`config.mk`:
```
export PLATFORM = sky130hd
export DESIGN_NAME = hw_fetch_align
export DESIGN_NICKNAME = d
export VERILOG_FILES = /design/src/rtl/hwfa_pkg.sv /design/src/rtl/hwfa_queue.sv /design/src/rtl/hwfa_lenpick.sv /design/src/rtl/hwfa_fetchptr.sv /design/src/rtl/hw_fetch_align.sv
export SDC_FILE = /design/constraint.sdc
export NUM_CORES = 1
export LEC_CHECK = 0
export BUFFER_PORTS_ARGS = -buffer_cell sky130_fd_sc_hd__buf_4
export CORE_ASPECT_RATIO = 0.9
export CORE_MARGIN = 2
export CORE_UTILIZATION = 40
export DETAILED_ROUTE_END_ITERATION = 8
export PLACE_DENSITY_LB_ADDON = 0.08
export SYNTH_ARGS = -nofsm -noshare
export SYNTH_HDL_FRONTEND = slang
export SYNTH_SLANG_ARGS = --single-unit
```
`constraint.sdc`:
```
create_clock -name clk -period 3.7 [get_ports clk]
set_input_delay 0.37 -clock clk [delete_from_list [all_inputs] [get_ports clk]]
set_output_delay 0.37 -clock clk [all_outputs]
set_load 0.01 [all_outputs]
```
`src/rtl/hwfa_pkg.sv`:
```
package hwfa_pkg;

  typedef struct packed {
    logic [15:0] bits;
    logic        flt;
  } half_t;

  // leading halfword says whether the instruction spans two halfwords
  function automatic logic half_is_wide(input logic [15:0] h);
    return h[1:0] == 2'b11;
  endfunction

  // byte step to the next sequential instruction
  function automatic logic [2:0] pc_step(input logic wide);
    return wide ? 3'd4 : 3'd2;
  endfunction

  // number of halfwords an instruction occupies in the queue
  function automatic logic [1:0] half_count(input logic wide);
    return wide ? 2'd2 : 2'd1;
  endfunction

endpackage

```
`src/rtl/hwfa_queue.sv`:
```
module hwfa_queue
  import hwfa_pkg::*;
#(
  parameter int DEPTH = 4,
  localparam int CW = $clog2(DEPTH + 1)
) (
  input  logic            clk,
  input  logic            rst_n,
  input  logic            flush,
  input  logic [1:0]      push_n,
  input  half_t [1:0]     push_h,
  input  logic [1:0]      pop_n,
  output half_t           head0,
  output half_t           head1,
  output logic [CW-1:0]   count,
  output logic            free_two
);

  half_t         q  [DEPTH];
  half_t         s1 [DEPTH];
  half_t         s2 [DEPTH];
  half_t         nq [DEPTH];
  logic [CW-1:0] cnt;
  logic [CW-1:0] base;
  logic [CW-1:0] cnt_next;

  // drop popped entries by shifting one slot per popped halfword
  always_comb begin
    for (int i = 0; i < DEPTH - 1; i++) s1[i] = (pop_n != 2'd0) ? q[i + 1] : q[i];
    s1[DEPTH-1] = (pop_n != 2'd0) ? '0 : q[DEPTH-1];
    for (int i = 0; i < DEPTH - 1; i++) s2[i] = (pop_n == 2'd2) ? s1[i + 1] : s1[i];
    s2[DEPTH-1] = (pop_n == 2'd2) ? '0 : s1[DEPTH-1];
  end

  // append pushed halfwords behind the survivors
  always_comb begin
    base     = cnt - CW'(pop_n);
    cnt_next = base + CW'(push_n);
    for (int i = 0; i < DEPTH; i++) begin
      nq[i] = s2[i];
      if (push_n != 2'd0 && CW'(i) == base)         nq[i] = push_h[0];
      if (push_n == 2'd2 && CW'(i) == base + CW'(1)) nq[i] = push_h[1];
    end
  end

  generate
    for (genvar g = 0; g < DEPTH; g++) begin : g_slot
      always_ff @(posedge clk) begin
        if (!rst_n || flush) q[g] <= '0;
        else                 q[g] <= nq[g];
      end
    end
  endgenerate

  always_ff @(posedge clk) begin
    if (!rst_n || flush) cnt <= '0;
    else                 cnt <= cnt_next;
  end

  assign head0    = q[0];
  assign head1    = q[1];
  assign count    = cnt;
  assign free_two = cnt <= CW'(DEPTH - 2);

  assert_no_overflow_R9: assert property (@(posedge clk) disable iff (!rst_n)
    (!flush) |-> (int'(cnt) - int'(pop_n) + int'(push_n) <= DEPTH));

  assert_no_underflow_R8: assert property (@(posedge clk) disable iff (!rst_n)
    int'(pop_n) <= int'(cnt));

endmodule

```
`src/rtl/hwfa_lenpick.sv`:
```
module hwfa_lenpick
  import hwfa_pkg::*;
#(
  parameter int DEPTH = 4,
  localparam int CW = $clog2(DEPTH + 1)
) (
  input  half_t          head0,
  input  half_t          head1,
  input  logic [CW-1:0]  count,
  output logic           avail,
  output logic           wide,
  output logic           straddle_wait,
  output logic [31:0]    inst,
  output logic           fault
);

  logic have_one;
  logic have_two;

  assign have_one      = count >= CW'(1);
  assign have_two      = count >= CW'(2);
  assign wide          = half_is_wide(head0.bits);
  assign avail         = have_one && (!wide || have_two);
  assign straddle_wait = have_one && wide && !have_two;

  always_comb begin
    if (wide) begin
      inst  = {head1.bits, head0.bits};
      fault = head0.flt | head1.flt;
    end else begin
      inst  = {16'h0000, head0.bits};
      fault = head0.flt;
    end
  end

endmodule

```
`src/rtl/hwfa_fetchptr.sv`:
```
module hwfa_fetchptr #(
  parameter int AW = 32,
  parameter logic [AW-1:0] RESET_PC = '0
) (
  input  logic          clk,
  input  logic          rst_n,
  input  logic          redirect_valid,
  input  logic [AW-1:0] redirect_pc,
  input  logic          accept,
  output logic [AW-1:0] fetch_addr,
  output logic          drop_low
);

  function automatic logic [AW-1:0] word_of(input logic [AW-1:0] a);
    return {a[AW-1:2], 2'b00};
  endfunction

  logic [AW-1:0] faddr;
  logic          drop;

  always_ff @(posedge clk) begin
    if (!rst_n) begin
      faddr <= word_of(RESET_PC);
      drop  <= RESET_PC[1];
    end else if (redirect_valid) begin
      faddr <= word_of(redirect_pc);
      drop  <= redirect_pc[1];
    end else if (accept) begin
      faddr <= faddr + AW'(4);
      drop  <= 1'b0;
    end
  end

  assign fetch_addr = faddr;
  assign drop_low   = drop;

  assert_word_step_R10: assert property (@(posedge clk) disable iff (!rst_n)
    (accept && !redirect_valid) |=> (fetch_addr == $past(fetch_addr) + AW'(4)));

  assert_restart_word_R6: assert property (@(posedge clk) disable iff (!rst_n)
    redirect_valid |=> (fetch_addr[1:0] == 2'b00 &&
                        fetch_addr[AW-1:2] == $past(redirect_pc[AW-1:2])));

  assert_even_target_R6: assert property (@(posedge clk) disable iff (!rst_n)
    redirect_valid |-> !redirect_pc[0]);

endmodule

```
`src/rtl/hw_fetch_align.sv`:
```
module hw_fetch_align
  import hwfa_pkg::*;
#(
  parameter int AW = 32,
  parameter int QDEPTH = 4,
  parameter logic [AW-1:0] RESET_PC = '0,
  localparam int CW = $clog2(QDEPTH + 1)
) (
  input  logic          clk,
  input  logic          rst_n,
  input  logic          redirect_valid,
  input  logic [AW-1:0] redirect_pc,
  output logic [AW-1:0] fetch_addr,
  input  logic          fetch_valid,
  output logic          fetch_ready,
  input  logic [31:0]   fetch_data,
  input  logic          fetch_fault,
  output logic          out_valid,
  input  logic          out_ready,
  output logic [31:0]   out_inst,
  output logic [AW-1:0] out_pc,
  output logic          out_compressed,
  output logic          out_fault
);

  // named internal events
  logic          accept;
  logic          fire;
  logic          drop_low;
  logic          free_two;
  logic          avail;
  logic          wide;
  logic          straddle_wait;
  logic [CW-1:0] q_count;
  logic [1:0]    push_n;
  logic [1:0]    pop_n;
  half_t [1:0]   push_h;
  half_t         head0;
  half_t         head1;
  logic [AW-1:0] head_pc;

  hwfa_fetchptr #(.AW(AW), .RESET_PC(RESET_PC)) u_ptr (
    .clk            (clk),
    .rst_n          (rst_n),
    .redirect_valid (redirect_valid),
    .redirect_pc    (redirect_pc),
    .accept         (accept),
    .fetch_addr     (fetch_addr),
    .drop_low       (drop_low)
  );

  assign fetch_ready = !redirect_valid && free_two;
  assign accept      = fetch_valid && fetch_ready;

  always_comb begin
    push_n = accept ? (drop_low ? 2'd1 : 2'd2) : 2'd0;
    push_h[0].bits = drop_low ? fetch_data[31:16] : fetch_data[15:0];
    push_h[0].flt  = fetch_fault;
    push_h[1].bits = fetch_data[31:16];
    push_h[1].flt  = fetch_fault;
  end

  hwfa_queue #(.DEPTH(QDEPTH)) u_q (
    .clk      (clk),
    .rst_n    (rst_n),
    .flush    (redirect_valid),
    .push_n   (push_n),
    .push_h   (push_h),
    .pop_n    (pop_n),
    .head0    (head0),
    .head1    (head1),
    .count    (q_count),
    .free_two (free_two)
  );

  hwfa_lenpick #(.DEPTH(QDEPTH)) u_len (
    .head0         (head0),
    .head1         (head1),
    .count         (q_count),
    .avail         (avail),
    .wide          (wide),
    .straddle_wait (straddle_wait),
    .inst          (out_inst),
    .fault         (out_fault)
  );

  assign out_valid      = avail && !redirect_valid;
  assign out_compressed = !wide;
  assign fire           = out_valid && out_ready;
  assign pop_n          = fire ? half_count(wide) : 2'd0;

  always_ff @(posedge clk) begin
    if (!rst_n)              head_pc <= RESET_PC;
    else if (redirect_valid) head_pc <= redirect_pc;
    else if (fire)           head_pc <= head_pc + AW'(pc_step(wide));
  end

  assign out_pc = head_pc;

  assert_step_short_R3: assert property (@(posedge clk) disable iff (!rst_n)
    (fire && out_compressed) |=> (out_pc == $past(out_pc) + AW'(2)));

  assert_step_long_R3: assert property (@(posedge clk) disable iff (!rst_n)
    (fire && !out_compressed) |=> (out_pc == $past(out_pc) + AW'(4)));

  assert_short_upper_zero_R2: assert property (@(posedge clk) disable iff (!rst_n)
    (out_valid && out_compressed) |-> (out_inst[31:16] == 16'h0000));

  assert_hold_stall_R8: assert property (@(posedge clk) disable iff (!rst_n)
    (out_valid && !out_ready) ##1 !redirect_valid |->
      (out_valid && $stable(out_inst) && $stable(out_pc)));

  assert_flush_empty_R6: assert property (@(posedge clk) disable iff (!rst_n)
    redirect_valid |=> !out_valid);

  assert_redirect_pc_R6: assert property (@(posedge clk) disable iff (!rst_n)
    redirect_valid |=> (out_pc == $past(redirect_pc)));

  assert_no_fetch_on_redirect_R9: assert property (@(posedge clk) disable iff (!rst_n)
    redirect_valid |-> !fetch_ready);

  assert_straddle_holds_R4: assert property (@(posedge clk) disable iff (!rst_n)
    (straddle_wait && !redirect_valid && !accept) |=> straddle_wait);

endmodule

```
==> Word level (Yosys, flattened, before mapping) <==
Memories as Yosys holds them, arrays and structs flattened.
Cells that the tools add are included.
{ "totals": {"out_inout_bits": 100, "inputBits": 70, "mem_count": 1, "mem_bits_rw": 68, "word_cells": 91, "reg_bits": 68} }
{ "classes": {"n_mux": 37, "n_eq_ne": 9, "reduce_logical": 25, "addsub": 5, "order_cmp": 3, "bitwise": 6} }
{ "mem_list": {"columns": ["name", "words", "word_bits", "rd", "rd_ports_with_merged_regs", "wr", "line_no", "rtl"], "rows": [
  ["u_q.q", 4, 17, 4, 0, 4, "hwfa_queue.sv:19", "half_t q [DEPTH];"]
]} }
{ "op_table": {"columns": ["op", "n"], "rows": [
  ["$mux W17", 20],
  ["$mux W32", 5],
  ["$add A32 B3 Y32", 1],
  ["$add A32 B3 Y32 const B", 1],
  ["$mux W16", 1],
  ["$logic_and A1 B1 Y1", 13],
  ["$eq A2 B3 Y1 const A", 4],
  ["$mux W2", 4],
  ["$reduce_bool A2 Y1", 4],
  ["$eq A1 B3 Y1 const A", 2],
  ["$eq A2 B2 Y1 const B", 3],
  ["$logic_not A3 Y1", 2],
  ["$mux W1", 6],
  ["$or A1 B1 Y1", 5],
  ["$add A3 B1 Y3 const B", 1],
  ["$add A3 B2 Y3", 1],
  ["$ge A3 B1 Y1 const B", 1],
  ["$ge A3 B2 Y1 const B", 1],
  ["$le A3 B2 Y1 const B", 1],
  ["$logic_not A1 Y1", 3],
  ["$mux W3", 1],
  ["$sub A3 B2 Y3", 1],
  ["$logic_or A1 B1 Y1", 2],
  ["$reduce_or A2 Y1", 1],
  ["$not A1 Y1", 1]
]} }

==> Logic depth before layout (Yosys ltp) <==
{ "depth": {"ltp_word": 13, "mapped_depth": 17, "depth_no_buf": 14} }

==> Modules after synthesis <==
Synthesis repeated with hierarchy kept, for this count alone.
{ "hier_totals": {"cells_unflattened": 1085, "hier_area_um2": 8554.5} }
{ "by_module_without_submodules": {"columns": ["mod", "cells_each", "instances", "area_per_inst_um2", "seq_area_each_um2"], "rows": [
  ["hwfa_queue", 523, 1, 4070.2, 1421.4],
  ["hw_fetch_align", 285, 1, 2287.2, 640.6],
  ["hwfa_fetchptr", 238, 1, 1918.1, 620.6],
  ["hwfa_lenpick", 39, 1, 279.0, 0.0]
]} }

==> Least setup slack after synthesis <==
Ideal clock, no wire load.
{ "synth_timing": {"path_type": "in2reg", "from": "input port redirect_valid", "to": "memory u_q.q[0][10] (netlist name)", "setup_slack_ns": 0.042, "arrival_time_ns": 3.537, "path_buffers": 3, "cell_stages": 15, "t_required_ns": 3.579, "path_cell_list": "buf_2 nand2b_1 nor3_4 buf_2 inv_1 fa_1 inv_2 nor2_1 ha_1 nand4bb_1 a211oi_4 nor2_1 buf_2 a21oi_1 a21oi_1"} }
{ "synth_lines": {"columns": ["item", "line_no", "rtl"], "rows": [
  ["start: declaration", "hw_fetch_align.sv:11", "input logic redirect_valid,"],
  ["end: declaration", "hwfa_queue.sv:19", null]
]} }

==> summary.txt <==
Synth Cell Area - 0.00843 sq mm
Placement Rows - 50
WL per Instance - 21.2 um
CP endpoint kind - register
Main area contributors after synthesis - dfxtp_1 (32%), a21oi_1 (9.4%), mux2i_1 (4.6%)
Die height - 142 um
Vias - 8,874
Max Clk Rate - 283 MHz
Gr ovfl total - 0
Antenna Diode Count - 0
Reg area - 0.00268 sq mm
Number of flops mapped to enable cells by yosys - 0
Sequential share of power - 0.389
Initial antenna violation count - 0
Largest net degree at the start of global routing - 71
CORE AREA - 0.0207 sq mm
Cell internal pwr - 2930 uW
Number of distinct library cells after synthesis - 74
Starting DRT DRC Count - 1,027
Path type of the worst setup path - reg2reg
CP Launch Type - register
Worst-Skew Late Latency - 0.44 ns
Critical path arrival - 3.85 ns
CTS Buf Count - 17
Clk pwr share - 0.428
CTS tree - built
Drt first pass iters - 8
Ports - 170
Average via count per standard cell - 5.91
Final-report max-slew violation count - 0
Hold Slack - 0.175 ns
First-pass GRT wire length - 47,800 um
Synth Register Bits - 134
Setup total negative slack - 0 ns
Pwr Density - 401 mW/mm^2
Layout Nets - 1,281
Pre-CTS WS - 0.174 ns
Worst setup margin - 0.164 ns
Final wirelength - 31,800 um
Avg Cell Area, Syn - 7.80 sq um
Tcrit/Tclk final - 0.956
Max Cap Viol - 0
Share of layout cells above drive strength 1 - 0.242
Status - finished, final reports clean
Clk buf depth - 2
FF-to-FF setup slack - 0.16 ns
Clock slew at reported path FFs - 0.06 ns
Maximum VDD drop - 0.290 mV
Setup violators final - 0
Leading area contributor after synthesis - dfxtp_1
Resized cells post-CTS - 0
Multi-input logic area - 0.00514 sq mm
CP max FO - 16
H-tree depth - 4
Yosys warning count - 0
Gr usage total - 0.280
Gpl congestion - 0.885
DIE WIDTH - 157 um
# port buffers - 167
CP required - 4.02 ns
Switching part of the total power - 0.301
Register area share after synthesis - 0.318
Lkg Pwr - 0.00402 uW
Layout Skew - 0.0119 ns
Power share of the combinational group - 0.183
Detail Route Antenna Nets - 0
Vias in the first global route - 7,933
Ys async rst share - 0
Dominant synthesized flop cell - dfxtp_1
Root buf cell - clkbuf_16
Synthesized instance count - 1,081
# hold bufs at CTS - 0
Max-slew headroom - 0.329
Min Tclk post-route - 3.54 ns
Worst-Margin Slew - 1.01 ns
DRC errors left - 0
Hold Vio Cnt, Final - 0
FILL cells - 2,045
# Post-CTS Setup Buffers - 0
Sw power - 1260 uW
CTS Sinks - 134
Area added between synthesis and finish - 24.0%
Top-area cell type share of the netlist area - 0.318
Dpl hpwl - 21,200 um
Worst min-delay path category - in2reg
Die area - 0.0222 sq mm
Initial cell density of the core - 0.407
-- final cells by class --
cell class	count	share of cell area
timing repair buffer	201	0.146
inverter	34	0.0127
clock inverter	14	0.0168
tap	286	0.0342
multi-input combinational	814	0.492
sequential	134	0.257
clock buffer	18	0.0420
-- power groups by stage --
stage | registers [uW] | logic (uW) | clock network [uW]
2_1_floorplan | 1640 | 438 | 0
3_3_place_gp | 1660 | 743 | 0
3_5_place_dp | 1660 | 746 | 0
4_1_cts | 1630 | 749 | 1820
5_1_grt | 1640 | 828 | 1880
6_report | 1630 | 767 | 1790
-- cell usage after synthesis (3+ instances only) --
cell type / n
a21oi_1: 159
dfxtp_1: 134
nand2_1: 97
o21ai_0: 65
nor2_1: 63
clkbuf_1: 49
mux2i_1: 39
nand3_1: 39
o22ai_1: 39
and3_1: 31
inv_1: 30
xnor2_1: 25
nand4_1: 22
o21a_1: 20
buf_4: 19
buf_2: 18
mux2_2: 18
o211ai_1: 18
nor4_1: 16
o311a_1: 16
nor3_1: 15
nor3_2: 13
buf_1: 10
xor2_1: 10
a31oi_1: 9
a21o_1: 7
and4_1: 7
or3_1: 7
buf_6: 6
ha_1: 6
a22oi_1: 5
o311ai_0: 5
and2_1: 4
a211oi_1: 3
fa_1: 3
inv_2: 3
nor2b_1: 3
o21ai_1: 3
o21bai_1: 3
-- worst max-delay path, cell delays in order, from the launching register on --
cell      delay (ns)
dfxtp_1         0.30
or2_2           0.34
o21ai_1         0.20
nor2_1          0.07
ha_1            0.18
inv_1           0.07
fa_2            0.51
inv_4           0.16
nor2_1          0.06
ha_1            0.32
nand2b_1        0.07
or3_1           0.69
o311a_1         0.45
-- placed cells by master, fill, tap and decap left out, drive strengths merged, types with 23 or more instances in the layout --
cell,count
buf,201
a21oi,161
dfxtp,134
nand2,97
o21ai,68
nor2,65
nand3,41
mux2i,39
o22ai,39
inv,35
and3,31
nor3,29
xnor2,25
nand4,23
-- final timing paths --
path,startpoint,endpoint,cells after the start
worst max-delay path,u_q.count[2],u_q.q[2][2],12
worst min-delay path,redirect_pc[0],out_pc[0],3
worst max register to register,u_q.count[2],u_q.q[2][2],12
worst min register to register,u_q.q[3][0],u_q.q[3][0],2
-- routing by layer --
metal | wire length [um] | vias up | global-route usage | part of all wire
met5 | 0 | - | 0 | 0
met3 | 3000 | 27 | 0.0522 | 0.094
met2 | 13200 | 414 | 0.386 | 0.42
met1 | 15300 | 4229 | 0.440 | 0.48
li1 | - | 4204 | - | -
met4 | 274 | 0 | 0.0657 | 0.0086
-- through the flow --
step	instances	utilization	area, sq um	total power (uW)
floorplan	1082	-	8430	2080
global placement	1466	0.473	9790	2400
detailed placement	1466	0.473	9790	2400
CTS	1498	0.502	10400	4190
global route	1501	0.505	10500	4350
finish	1501	0.505	10500	4190
-- cells by family (layout without fill, tap and decap cells) --
family	count (synthesis)	count (layout)	synth area share
AOI/OAI and AO/OA	374	374	0.272
and+or+nand+nor	333	336	0.208
buffers and inverters	137	267	0.0780
DFF	134	134	0.318
muxes	58	58	0.0717
xor gates and xnor gates	35	35	0.0364
adders and majority gates	9	9	0.0160
other	1	2	0.000445
-- sequential cells by signal (all words and copies together), names as in the netlist --
| signal | flops |
|---|---|
| u_ptr.fetch_addr | 30 |
| u_q.count | 3 |
| out_pc | 32 |
| u_ptr.drop_low | 1 |
| u_q.q | 68 |
Note: power is estimated with default switching activity, not from simulation.
